**config.mk**
```make
export PLATFORM = sky130hd
export DESIGN_NAME = link_deep_sleep
export DESIGN_NICKNAME = d
export VERILOG_FILES = /design/src/rtl/slp_pkg.sv /design/src/rtl/slp_pin_filter.sv /design/src/rtl/slp_exit_timer.sv /design/src/rtl/slp_fsm.sv /design/src/rtl/link_deep_sleep.sv
export SDC_FILE = /design/constraint.sdc
export NUM_CORES = 1
export LEC_CHECK = 0
export BUFFER_PORTS_ARGS = -buffer_cell sky130_fd_sc_hd__buf_2
export CORE_AREA = 2 2 53 80
export CTS_BUF_LIST = sky130_fd_sc_hd__clkbuf_4 sky130_fd_sc_hd__clkbuf_8
export CTS_CLUSTER_DIAMETER = 40
export DETAILED_ROUTE_END_ITERATION = 10
export DIE_AREA = 0 0 55 82
export GPL_ROUTABILITY_DRIVEN = 1
export PLACE_DENSITY = 0.85
export SYNTH_ARGS = -nofsm -noshare
export SYNTH_HDL_FRONTEND = slang
export SYNTH_SLANG_ARGS = --single-unit
```
**constraint.sdc**
```tcl
create_clock -name clk -period 1.7 [get_ports clk]
set_input_delay 0.085 -clock clk [delete_from_list [all_inputs] [get_ports clk]]
set_output_delay 0.085 -clock clk [all_outputs]
set_load 0.02 [all_outputs]
```
**src/rtl/slp_pkg.sv**
```systemverilog
// Package: shared types for the deep-sleep link power controller.
// Assumes: nothing beyond a 2-bit state encoding.
package slp_pkg;
    typedef enum logic [1:0] {
        ST_ACTIVE = 2'd0,   // link powered, device may transmit
        ST_SLEEP  = 2'd1,   // PHY, PLL and masked domains off
        ST_WAKEUP = 2'd2,   // power restored, waiting for PLL lock
        ST_READY  = 2'd3    // OOB detection live, waiting for host sequence
    } slp_state_e;
endpackage

```
**src/rtl/slp_pin_filter.sv**
```systemverilog
// slp_pin_filter: brings the asynchronous sleep pin into the clock domain
// through a synchroniser chain, then holds its output until the
// synchronised level has differed from it for FILT_LEN consecutive samples.
// Assumes: SYNC_STAGES >= 2, FILT_LEN >= 2.
module slp_pin_filter #(
    parameter int SYNC_STAGES = 2,
    parameter int FILT_LEN    = 4
) (
    input  logic clk,
    input  logic rst_n,
    input  logic pin_i,
    output logic filt_o
);
    localparam int CNT_W = $clog2(FILT_LEN + 1);
    localparam logic [CNT_W-1:0] CNT_LAST = CNT_W'(FILT_LEN - 1);

    logic [SYNC_STAGES-1:0] sync_q;
    logic [CNT_W-1:0]       cnt_q;
    logic                   filt_q;
    logic                   sync_lvl;

    assign sync_lvl = sync_q[SYNC_STAGES-1];

    // Shift the raw pin through the synchroniser chain.
    always_ff @(posedge clk) begin
        if (!rst_n) sync_q <= '0;
        else        sync_q <= {sync_q[SYNC_STAGES-2:0], pin_i};
    end

    // Count consecutive disagreeing samples and flip the output on the last one.
    always_ff @(posedge clk) begin
        if (!rst_n) begin
            cnt_q  <= '0;
            filt_q <= 1'b0;
        end else if (sync_lvl == filt_q) begin
            cnt_q <= '0;
        end else if (cnt_q == CNT_LAST) begin
            cnt_q  <= '0;
            filt_q <= sync_lvl;
        end else begin
            cnt_q <= cnt_q + 1'b1;
        end
    end

    assign filt_o = filt_q;

    // A filtered change needs at least two equal synchronised samples before it.
    assert_filter_settled_R2: assert property (@(posedge clk) disable iff (!rst_n)
        (filt_q != $past(filt_q)) |-> ($past(sync_lvl) == $past(sync_lvl, 2)));
endmodule

```
**src/rtl/slp_exit_timer.sv**
```systemverilog
// slp_exit_timer: counts the cycles spent in the wake-up phase and flags
// when they exceed the exit window (the configured value, or DEF_LIMIT if it is 0).
// Assumes: run_i is high only in the wake-up phase; clear_i pulses on sleep entry.
module slp_exit_timer #(
    parameter int LIMIT_W   = 20,
    parameter int DEF_LIMIT = 1_000_000
) (
    input  logic               clk,
    input  logic               rst_n,
    input  logic               run_i,
    input  logic               clear_i,
    input  logic [LIMIT_W-1:0] limit_i,
    output logic               late_o
);
    localparam logic [LIMIT_W-1:0] DEF_VAL = LIMIT_W'(DEF_LIMIT);
    localparam logic [LIMIT_W-1:0] CNT_MAX = '1;

    logic [LIMIT_W-1:0] cnt_q;
    logic [LIMIT_W-1:0] eff_limit;
    logic               late_q;

    // Select the configured window, falling back to the default.
    always_comb begin
        eff_limit = (limit_i == '0) ? DEF_VAL : limit_i;
    end

    // Saturating wake-up cycle counter, cleared outside the wake-up phase.
    always_ff @(posedge clk) begin
        if (!rst_n)             cnt_q <= '0;
        else if (!run_i)        cnt_q <= '0;
        else if (cnt_q != CNT_MAX) cnt_q <= cnt_q + 1'b1;
    end

    // Sticky overrun flag, cleared when the next sleep begins.
    always_ff @(posedge clk) begin
        if (!rst_n)                           late_q <= 1'b0;
        else if (clear_i)                     late_q <= 1'b0;
        else if (run_i && cnt_q == eff_limit) late_q <= 1'b1;
    end

    assign late_o = late_q;

    // The flag may only rise while the wake-up phase is running.
    assert_late_in_wakeup_R7: assert property (@(posedge clk) disable iff (!rst_n)
        $rose(late_q) |-> $past(run_i));
    // A sleep entry always leaves the flag low.
    assert_late_cleared_R7: assert property (@(posedge clk) disable iff (!rst_n)
        clear_i |=> !late_q);
endmodule

```
**src/rtl/slp_fsm.sv**
```systemverilog
// slp_fsm: link power state machine. It enters sleep on an accepted request,
// waits in wake-up for PLL lock, then waits in ready for a host wake or
// reset sequence and issues the registered bring-up and reset pulses.
// Assumes: filt_i is already synchronous and deglitched.
module slp_fsm
    import slp_pkg::*;
(
    input  logic       clk,
    input  logic       rst_n,
    input  logic       filt_i,
    input  logic       feat_en_i,
    input  logic       pll_lock_i,
    input  logic       oob_wake_i,
    input  logic       oob_reset_i,
    output slp_state_e state_o,
    output logic       enter_o,
    output logic       reject_o,
    output logic       bringup_o,
    output logic       ifrst_o
);
    slp_state_e state_q, state_d;
    logic       reject_q, reject_d;
    logic       bringup_q, ifrst_q;
    logic       sleep_req;
    logic       ready_evt;

    assign sleep_req = filt_i && feat_en_i && !reject_q;
    assign ready_evt = (state_q == ST_READY) && !sleep_req && (oob_wake_i || oob_reset_i);

    // Next-state selection; a fresh request outranks any ready-state event.
    always_comb begin
        state_d = state_q;
        unique case (state_q)
            ST_ACTIVE: if (sleep_req) state_d = ST_SLEEP;
            ST_SLEEP:  if (!filt_i)   state_d = ST_WAKEUP;
            ST_WAKEUP: begin
                if (sleep_req)       state_d = ST_SLEEP;
                else if (pll_lock_i) state_d = ST_READY;
            end
            ST_READY: begin
                if (sleep_req)      state_d = ST_SLEEP;
                else if (ready_evt) state_d = ST_ACTIVE;
            end
            default: state_d = ST_ACTIVE;
        endcase
    end

    // The reject latch sets on a disabled request and holds until the pin falls.
    always_comb begin
        reject_d = filt_i && (reject_q || (state_q != ST_SLEEP && !feat_en_i));
    end

    // State, reject latch and event pulses.
    always_ff @(posedge clk) begin
        if (!rst_n) begin
            state_q   <= ST_ACTIVE;
            reject_q  <= 1'b0;
            bringup_q <= 1'b0;
            ifrst_q   <= 1'b0;
        end else begin
            state_q   <= state_d;
            reject_q  <= reject_d;
            bringup_q <= ready_evt;
            ifrst_q   <= ready_evt && oob_reset_i;
        end
    end

    assign state_o   = state_q;
    assign enter_o   = (state_d == ST_SLEEP) && (state_q != ST_SLEEP);
    assign reject_o  = reject_q;
    assign bringup_o = bringup_q;
    assign ifrst_o   = ifrst_q;

    // Sleep is entered only when the feature was enabled.
    assert_entry_enabled_R5: assert property (@(posedge clk) disable iff (!rst_n)
        (state_q == ST_SLEEP && $past(state_q) != ST_SLEEP) |-> $past(feat_en_i));
    // Sleep persists while the filtered request stays high.
    assert_sleep_held_R3: assert property (@(posedge clk) disable iff (!rst_n)
        (state_q == ST_SLEEP && filt_i) |=> (state_q == ST_SLEEP));
    // No pulse leaves the block while it sleeps.
    assert_quiet_in_sleep_R4: assert property (@(posedge clk) disable iff (!rst_n)
        (state_q == ST_SLEEP) |-> (!bringup_q && !ifrst_q));
    // Ready is reached only after lock was observed.
    assert_ready_after_lock_R6: assert property (@(posedge clk) disable iff (!rst_n)
        (state_q == ST_READY && $past(state_q) == ST_WAKEUP) |-> $past(pll_lock_i));
    // Bring-up is a single-cycle pulse.
    assert_bringup_single_R8: assert property (@(posedge clk) disable iff (!rst_n)
        bringup_q |=> !bringup_q);
    // An interface reset always comes with a bring-up.
    assert_ifrst_pairs_R9: assert property (@(posedge clk) disable iff (!rst_n)
        ifrst_q |-> bringup_q);
    // Pulses only follow the ready state.
    assert_pulse_from_ready_R11: assert property (@(posedge clk) disable iff (!rst_n)
        bringup_q |-> ($past(state_q) == ST_READY));
endmodule

```
**src/rtl/link_deep_sleep.sv**
```systemverilog
// link_deep_sleep: top of the device-side sideband deep-sleep controller.
// Filters the host sleep pin, runs the power state machine, times the exit
// window and drives PHY, PLL and auxiliary power enables.
// Assumes: pll_lock_i, oob_wake_i and oob_reset_i are synchronous to clk.
module link_deep_sleep
    import slp_pkg::*;
#(
    parameter int               SYNC_STAGES    = 2,
    parameter int               FILT_LEN       = 4,
    parameter int               LIMIT_W        = 20,
    parameter int               DEF_EXIT_CYC   = 1_000_000,
    parameter int               N_AUX          = 3,
    parameter logic [N_AUX-1:0] AUX_SLEEP_MASK = 3'b101
) (
    input  logic               clk,
    input  logic               rst_n,
    input  logic               sleep_pin_i,
    input  logic               feat_en_i,
    input  logic [LIMIT_W-1:0] exit_limit_i,
    input  logic               pll_lock_i,
    input  logic               oob_wake_i,
    input  logic               oob_reset_i,
    output logic               phy_pwr_en_o,
    output logic               pll_en_o,
    output logic [N_AUX-1:0]   aux_pwr_en_o,
    output logic               phy_tx_allow_o,
    output logic               oob_ready_o,
    output logic               in_sleep_o,
    output logic               link_bringup_o,
    output logic               if_reset_o,
    output logic               exit_late_o,
    output logic               sleep_reject_o
);
    logic       pin_filt;
    slp_state_e state;
    logic       enter_sleep;
    logic       full_power;

    slp_pin_filter #(
        .SYNC_STAGES (SYNC_STAGES),
        .FILT_LEN    (FILT_LEN)
    ) u_filter (
        .clk    (clk),
        .rst_n  (rst_n),
        .pin_i  (sleep_pin_i),
        .filt_o (pin_filt)
    );

    slp_fsm u_fsm (
        .clk         (clk),
        .rst_n       (rst_n),
        .filt_i      (pin_filt),
        .feat_en_i   (feat_en_i),
        .pll_lock_i  (pll_lock_i),
        .oob_wake_i  (oob_wake_i),
        .oob_reset_i (oob_reset_i),
        .state_o     (state),
        .enter_o     (enter_sleep),
        .reject_o    (sleep_reject_o),
        .bringup_o   (link_bringup_o),
        .ifrst_o     (if_reset_o)
    );

    slp_exit_timer #(
        .LIMIT_W   (LIMIT_W),
        .DEF_LIMIT (DEF_EXIT_CYC)
    ) u_timer (
        .clk     (clk),
        .rst_n   (rst_n),
        .run_i   (state == ST_WAKEUP),
        .clear_i (enter_sleep),
        .limit_i (exit_limit_i),
        .late_o  (exit_late_o)
    );

    // Decode the power and status outputs from the state.
    always_comb begin
        full_power     = (state == ST_READY) || (state == ST_ACTIVE);
        in_sleep_o     = (state == ST_SLEEP);
        phy_pwr_en_o   = (state != ST_SLEEP);
        pll_en_o       = (state != ST_SLEEP);
        oob_ready_o    = full_power;
        phy_tx_allow_o = (state == ST_ACTIVE);
    end

    // Per domain: masked domains follow full power, the rest stay on.
    for (genvar g = 0; g < N_AUX; g++) begin : g_aux
        if (AUX_SLEEP_MASK[g]) begin : g_gated
            assign aux_pwr_en_o[g] = full_power;
        end else begin : g_always
            assign aux_pwr_en_o[g] = 1'b1;
        end
    end

    // The device never gets permission to transmit straight out of sleep.
    assert_no_tx_after_sleep_R6: assert property (@(posedge clk) disable iff (!rst_n)
        $past(in_sleep_o) |-> !phy_tx_allow_o);
endmodule

```
==> results of run 1 <==
==> cells by family after synthesis <==
family	Yosys count
flops	32
fa+ha+maj	7
xor+xnor	29
compound gates	24
mux	5
simple gates	107
buf+inv	20
other cells	1
==> metal layers <==
metal  track usage [%]  routed length, um  vias to the layer above
li1                  -                  -                      896
met1             21.31               1871                      824
met2             41.67               2446                       76
met3             5.091                278                       16
met4             10.24                187                        0
met5                 0                  0                        -
==> cell type report <==
class / instances / area [um2] / area share, %
Multi-Input combinational cell: 173 / 1196 / 49.92
Inverter: 10 / 37.54 / 1.567
Timing Repair Buffer: 60 / 360.3 / 15.04
Sequential cell: 32 / 648.1 / 27.05
Tap cell: 45 / 56.30 / 2.350
Clock buffer: 8 / 97.59 / 4.073
==> power breakdown <==
group	switching (mW)	internal (mW)	total, mW
clock	0.264	0.362	0.626
combinational	0.0485	0.0484	0.0970
sequential	0.00121	0.753	0.754
total	0.314	1.16	1.48
==> worst paths after layout <==
kind                      from  cells after the start                 to  slack (ns)
min                oob_reset_i                      2      u_fsm.ifrst_o        0.03
max reg2reg   u_timer.cnt_q[8]                      7     u_timer.late_o       -0.04
min reg2reg  u_filter.cnt_q[0]                      1  u_filter.cnt_q[0]        0.42
max           u_timer.cnt_q[8]                      7     u_timer.late_o       -0.04
==> worst register-to-register path: cells and delay by family, from the launching register on <==
kind / cells / cell delay, ns
simple gates: 3 / 0.74
xor+xnor: 1 / 0.17
flops: 1 / 0.33
buf+inv: 1 / 0.14
compound gates: 2 / 0.30
==> cell usage in the layout (no fill, tap or decap), types with 6 or more instances in the layout <==
master and count:
inv_1 10, o21ai_0 6, clkbuf_8 6, buf_2 37
nor2_1 27, dfxtp_1 26, xnor2_1 16, dfxtp_2 6
buf_4 22, nand2_1 19, ha_1 6, nand3_1 16
xor2_1 11, nand4_1 10
==> flip-flops by register name, summed over array words and instances (netlist names) <==
register	count
u_fsm.reject_o	1
u_timer.cnt_q	20
u_fsm.state_o	2
u_filter.sync_q	2
u_fsm.ifrst_o	1
u_filter.cnt_q	3
u_timer.late_o	1
u_filter.filt_o	1
u_fsm.bringup_o	1
==> what timing repair did <==
action	4_1_cts	5_1_grt
buffers inserted	1	0
endpoints found under the hold margin	0	1
resized for setup	8	8
hold buffers	0	1
pin swaps	2	6
endpoints found under the setup margin	2	11
==> synthesized netlist by cell type, types with 6 or more instances <==
master	number	share of area [%]
inv_1	10	2.0
nand2_1	19	3.8
nand4_1	10	3.3
ha_1	7	4.7
xor2_1	11	5.1
nor2_1	27	5.4
dfxtp_1	32	34
nor4_1	6	2.0
o21ai_0	6	1.6
xnor2_1	18	8.4
nand3_1	16	4.3
==> stage by stage <==
stage / instances / hold slack (ns) / worst slack [ns]
final: 328 / 0.02902 / -0.04020
after detailed placement: 318 / 0.3001 / -0.1743
after CTS: 327 / 0.006590 / -0.01284
after global routing: 328 / 0.02462 / -0.08505
after floorplan: 225 / 0.2067 / 0.009162
after global placement: 318 / 0.2921 / -0.1305
==> impl_metrics.ini, run 1 <==
[layout]
fin_util_pct = 62.18
fillers = 339
drive_above_1_share_pct = 30.39
antenna_cells = 0
syn_to_final_growth_pct = 27.84
final_area_um2 = 2396
nets = 316

[clocking]
cts_buffers = 5
cts_sinks = 32
cts.path.max_buffers = 2
cts_tree = built
clk_pin_slew_ns = 0.07
insertion_delay_ns = 0.28
cts_root_buf = clkbuf_8
h-tree-depth = 2

[detailed_routing]
drtIter0Drc = 42
vias = 1812
wire_per_inst_um = 14.59
drc = 0
drt_first_pass_iters = 5
final_antenna_net_count = 0
drt-total-wl_mm = 4.784
vias_per_cell = 5.524

[synth]
syn_area_um2 = 1874
ys_seq_elements = 32
synth_mux_area_share_pct = 2.670
synthArstFlopShare_pct = 0
dominantRegCellSynth = dfxtp_1
synth.distinct_cells = 45
synth-simple-area-share_pct = 30.57
synth_top_family_by_area = simple AND/OR/NAND/NOR gates
synth_edf_count = 0
yosys_warnings = 0
yosys.area_share.adder_pct = 4.673
syn-mean-instance-area_um2 = 8.330
synth_compound_area_share_pct = 9.279
seq_area_frac_synth_pct = 34.18
syn_nets = 259
synth_xor_area_share_pct = 13.55
netlist_instances = 225

[sta]
setup_viol = 1
finalCritPeriodShare_pct = 102.4
setup_tns_ns = -0.04020
min_period_ns = 1.740
worstMarginPinSlew_ns = 0.5290
rsz0062_at_grt = yes
drv_slew = 0
hold_viol_final = 0
timing.fmax_mhz = 574.6
setup_ws_ns = -0.04020
slew_headroom_pct = 64.41
finalClockSkew_ns = 0.009488

[place]
place_hpwl_mm = 3.518
place_area_um2 = 2220
portBuffers = 37
gp_congestion = 0.8848

[worst_hold_path]
hold_class = input port to register

[power_and_ir_drop]
p_per_area_nw_per_um2 = 616.1
power_mw = 1.476
power_leakage_nw = 0.9701
vdd_drop_max_uv = 716.3

[setup_path]
cp_slowest_stage_delay_ns = 0.48
crit_type = register to register
cp-start-kind = register
critPathBufInv = 1
cp.arrival_ns = 1.95
path_max_fanout = 3
required_ns = 1.91
critPathSlowestCell = or4_1
path_cells = buf_4 > xnor2_2 > nand4_1 > or4_1 > a31oi_1 > nand4b_1 > a21oi_1
critPathTopFamily = simple AND/OR/NAND/NOR gates
endpoint_kind = register

[floorplan]
core_area_um2 = 3854
die_w_um = 55
fp-row-count = 28
die_h_um = 82
design.die.area_um2 = 4510
initial_core_util_pct = 48.64
ioPinCount = 39

[run_status]
status = finished, violations left
violations = negative setup slack

[global_route]
grt_antenna_before_repair = 0
grt_use_total_pct = 22.07
grt_pass1_vias = 1698
grt_first_pass_wirelength_mm = 7.100
overflow = 0
grt_start_max_net_pins = 20

[run]
maxCapViolCount = 0
(Power assumes the default switching activity.)
==> run 2, diff against run 1 <==
--- a/config.mk
+++ b/config.mk
@@ -12,7 +12,7 @@
 export DETAILED_ROUTE_END_ITERATION = 10
 export DIE_AREA = 0 0 55 82
 export GPL_ROUTABILITY_DRIVEN = 1
-export PLACE_DENSITY = 0.85
+export PLACE_DENSITY = 0.76
 export SYNTH_ARGS = -nofsm -noshare
 export SYNTH_HDL_FRONTEND = slang
 export SYNTH_SLANG_ARGS = --single-unit
==> impl_metrics.ini, run 2 (synthesized netlist as in run 1, its figures left out) <==
[clocking]
cts_tree = built
cts.path.max_buffers = 2
cts_root_buf = clkbuf_8
h-tree-depth = 2
cts_sinks = 32
cts_buffers = 5
cts_hold_buf = 0
insertion_delay_ns = 0.28
clk_pin_slew_ns = 0.07

[sta]
setup_viol = 1
min_period_ns = 1.718
rsz0062_at_grt = yes
hold_viol_final = 0
finalClockSkew_ns = 0.01218
finalCritPeriodShare_pct = 101.1
drv_slew = 0
timing.fmax_mhz = 581.9
setup_ws_ns = -0.01848
slew_headroom_pct = 63.54
worstMarginPinSlew_ns = 0.5400

[detailed_routing]
wire_per_inst_um = 14.04
vias_per_cell = 5.566
final_antenna_net_count = 0
drt-total-wl_mm = 4.689
vias = 1859
drc = 0
drt_first_pass_iters = 4
drtIter0Drc = 57

[run]
maxCapViolCount = 0

[setup_path]
required_ns = 1.91
cp.arrival_ns = 1.93
endpoint_kind = register
crit_type = register to register
path_max_fanout = 4
cp-start-kind = register

[place]
place_ws_ns = -0.03973
gp_congestion = 0.9103
place_hpwl_mm = 3.507
portBuffers = 37

[global_route]
grt_first_pass_wirelength_mm = 7.079
grt_antenna_before_repair = 0
grt_pass1_vias = 1669
grt_use_total_pct = 21.74
grt_start_max_net_pins = 20
overflow = 0

[power_and_ir_drop]
power_leakage_nw = 1.042
vdd_drop_max_uv = 718.8
p_per_area_nw_per_um2 = 640.7

[layout]
antenna_cells = 0
nets = 322
largest_reg_flops = 20
final_cell_mix = buf_2 (37), buf_4 (28), nor2_1 (26), dfxtp_1 (22), nand2_1 (15)
fin_util_pct = 66.23
reg_top3 = u_timer.cnt_q: 20 flops, u_filter.cnt_q: 3 flops
largest_register = u_timer.cnt_q
syn_to_final_growth_pct = 36.18
drive_above_1_share_pct = 37.37
layout_commonest_cell = buf_2

[floorplan]
initial_core_util_pct = 48.64
die_w_um = 55
design.die.area_um2 = 4510
ioPinCount = 39
die_h_um = 82
fp-row-count = 28
core_area_um2 = 3854

[run_status]
violations = negative setup slack
status = finished, violations left

[worst_hold_path]
hold_class = input port to register
run 2: cell types whose count changed in the layout (fill, tap and decap cells not counted), moves of 2 or more:
| cell | change |
|---|---|
| xnor2_1 | -3 |
| nand3_1 | -3 |
| buf_4 | +6 |
| dfxtp_2 | +2 |
| dfxtp_4 | +2 |
| clkbuf_4 | -2 |
| xnor2_2 | +3 |
| nand2_1 | -4 |
| dfxtp_1 | -4 |
| nand3_2 | +3 |
| nand2_2 | +3 |
run 2: timing repair:
| item | 4_1_cts | 5_1_grt |
|---|---|---|
| buffers inserted | 2 | 1 |
| resized for setup | 14 | 23 |
| pin swaps | 7 | 19 |
| endpoints found under the setup margin | 8 | 16 |
| hold endpoints to repair | 0 | 0 |
run 2: layer usage:
metal	vias to the layer above	wire (um)	global-route usage (%)
li1	912	-	-
met1	865	1799	23.99
met2	71	2453	39.05
met3	11	321	4.000
met4	0	115	9.024
met5	-	0	0
run 2: layout make-up:
class,instances,area (um2)
Clock buffer,7,96.34
Clock inverter,1,30.03
Fill cell,335,1301
Inverter,10,37.54
Multi-Input combinational cell,173,1267
Sequential cell,32,658.1
Tap cell,45,56.30
Timing Repair Buffer,66,406.6
run 2: report_power, final:
group	switching [mW]	internal, mW
logic	0.0471	0.0487
clock network	0.272	0.517
registers	0.00118	0.749
total	0.321	1.31
run 2: final timing paths:
check | from | slack (ns) | cells past startpoint | end
setup reg to reg | u_timer.cnt_q[7] | -0.02 | 7 | u_timer.late_o
hold / removal | sleep_pin_i | 0.008 | 2 | u_filter.sync_q[0]
hold reg to reg | u_filter.sync_q[0] | 0.44 | 1 | u_filter.sync_q[1]
setup / recovery | u_timer.cnt_q[7] | -0.02 | 7 | u_timer.late_o
run 2: worst max-delay path, cell delays in order, from the launching register on:
cell and delay (ns):
dfxtp_2 0.32, buf_4 0.15, xnor2_2 0.13, nand4_1 0.10, or4_1 0.49, a31oi_1 0.17, nand4b_1 0.14, a21oi_1 0.14
run 2: through the flow:
stage	hold slack (ns)	cell area [um2]	std cells	TNS [ns]	power, mW
2_1_floorplan	0.2067	1874	225	0	0.8113
3_3_place_gp	0.2912	2265	324	-0.04738	0.8589
3_5_place_dp	0.3001	2265	324	-0.04040	0.8601
4_1_cts	0.008922	2439	333	0	1.646
5_1_grt	0.01248	2552	334	-0.4426	1.682
6_report	0.008117	2552	334	-0.01848	1.635
==> run 3, diff against run 2 <==
--- a/config.mk
+++ b/config.mk
@@ -13,6 +13,8 @@
 export DIE_AREA = 0 0 55 82
 export GPL_ROUTABILITY_DRIVEN = 1
 export PLACE_DENSITY = 0.76
+export SKIP_LAST_GASP = 1
+export SLEW_MARGIN = 20
 export SYNTH_ARGS = -nofsm -noshare
 export SYNTH_HDL_FRONTEND = slang
 export SYNTH_SLANG_ARGS = --single-unit
==> impl_metrics.ini, run 3 (synthesized netlist as in run 1, its figures left out) <==
[setup_path]
cp-start-kind = register
crit_type = register to register
worstRegToRegCells = 7
cp.arrival_ns = 1.93
path_max_fanout = 4
endpoint_kind = register
required_ns = 1.91

[detailed_routing]
drc = 0
vias = 1849
vias_per_cell = 5.536
drt_first_pass_iters = 4
drt-total-wl_mm = 4.611
final_antenna_net_count = 0
wire_per_inst_um = 13.81
drtIter0Drc = 49

[place]
place_hpwl_mm = 3.507
portBuffers = 37
dp.cells = 324
gp_congestion = 0.9103
place_area_um2 = 2265
place_ws_ns = -0.03973

[power_and_ir_drop]
pwr-share-seq_pct = 46.0
p_sw_uw = 316.7
combPwrFrac_pct = 5.8
power_leakage_nw = 1.035
vdd_drop_max_uv = 717.0
p_int_mw = 1.314
swShare_pct = 19.42
clkPwrFrac_pct = 48.2
p_per_area_nw_per_um2 = 644.6

[global_route]
grt_pass1_vias = 1669
grt_first_pass_wirelength_mm = 7.079
grt_use_total_pct = 21.74
grt_start_max_net_pins = 20
grt_antenna_before_repair = 0
overflow = 0

[clocking]
cts.path.max_buffers = 2
cts_buffers = 5
cts_root_buf = clkbuf_8
cts_sinks = 32
clk_pin_slew_ns = 0.07
insertion_delay_ns = 0.28
cts_tree = built
h-tree-depth = 2

[floorplan]
fp-row-count = 28
design.die.area_um2 = 4510
core_area_um2 = 3854
die_h_um = 82
initial_core_util_pct = 48.64
die_w_um = 55
ioPinCount = 39

[sta]
drv_slew = 0
slew_headroom_pct = 64.93
finalClockSkew_ns = 0.01246
timing.fmax_mhz = 583.6
hold_viol_final = 0
finalCritPeriodShare_pct = 100.8
worstMarginPinSlew_ns = 0.5194
setup_ws_ns = -0.01346
rsz0062_at_grt = yes
setup_viol = 1
min_period_ns = 1.713

[layout]
largest_reg_flops = 20
syn_to_final_growth_pct = 34.98
fin_util_pct = 65.65
layout_commonest_cell = buf_2
drive_above_1_share_pct = 35.99
nets = 322
antenna_cells = 0
final_cell_mix = buf_2 (37), buf_4 (28), nor2_1 (26), dfxtp_1 (22), nand2_1 (16)
instances_no_fill = 334
reg_top3 = u_timer.cnt_q: 20 flops, u_filter.cnt_q: 3 flops
final_area_um2 = 2530
largest_register = u_timer.cnt_q

[worst_hold_path]
min_path_cells = 2
hold_class = input port to register

[run]
maxCapViolCount = 0

[run_status]
violations = negative setup slack
status = finished, violations left
run 3: cell types whose count changed in the layout (fill, tap and decap cells not counted):
| cell | delta |
|---|---|
| nand2_1 | +1 |
| nand3_2 | -1 |
| nand3_1 | +1 |
| xnor2_2 | -2 |
| xnor2_1 | +2 |
| nand2_2 | -1 |
run 3: final timing paths:
| path | from | end | slack [ns] |
|---|---|---|---|
| setup / recovery | u_timer.cnt_q[7] | u_timer.late_o | -0.01 |
| hold / removal | sleep_pin_i | u_filter.sync_q[0] | 0.01 |
| setup reg to reg | u_timer.cnt_q[7] | u_timer.late_o | -0.01 |
| hold reg to reg | u_filter.sync_q[0] | u_filter.sync_q[1] | 0.44 |
run 3: final cells by class:
class	count	area, um2
Multi-Input combinational cell	173	1245
Timing Repair Buffer	66	406.6
Fill cell	341	1324
Clock buffer	7	96.34
Clock inverter	1	30.03
Tap cell	45	56.30
Sequential cell	32	658.1
Inverter	10	37.54
run 3: worst max-delay path: stages (launching register included):
cell and delay, ns:
dfxtp_2 0.32, buf_4 0.15, xnor2_2 0.13, nand4_1 0.10
or4_1 0.48, a31oi_1 0.17, nand4b_1 0.14, a21oi_1 0.15
run 3: what timing repair did:
action,in CTS,in global routing
gates resized for setup,14,19
buffers inserted,2,1
setup endpoints to repair,8,16
hold buffers,0,0
pin swaps,7,13
cloned,0,0
run 3: per-stage QoR:
| step | hold slack [ns] | total power, mW | TNS [ns] |
|---|---|---|---|
| final | 0.01026 | 1.631 | -0.01346 |
| after global routing | 0.01248 | 1.680 | -0.4685 |
| after CTS | 0.008922 | 1.646 | 0 |
| after detailed placement | 0.3001 | 0.8601 | -0.04040 |
| after global placement | 0.2912 | 0.8589 | -0.04738 |
| after floorplan | 0.2067 | 0.8113 | 0 |
run 3: per-layer routing:
metal	track usage [%]	vias to the layer above	part of all wire, %	wire length (um)
met5	0	-	0	0
met4	9.024	0	2.0	92
met3	4.000	10	6.7	309
met2	39.05	71	53	2426
met1	23.99	855	39	1782
li1	-	913	-	-
run 3: power groups by stage:
stage / combinational (mW) / sequential (mW) / clock [mW]
2_1_floorplan: 0.0410 / 0.770 / 0
3_3_place_gp: 0.0884 / 0.770 / 0
3_5_place_dp: 0.0894 / 0.771 / 0
4_1_cts: 0.0925 / 0.752 / 0.802
5_1_grt: 0.104 / 0.750 / 0.827
6_report: 0.0943 / 0.750 / 0.786
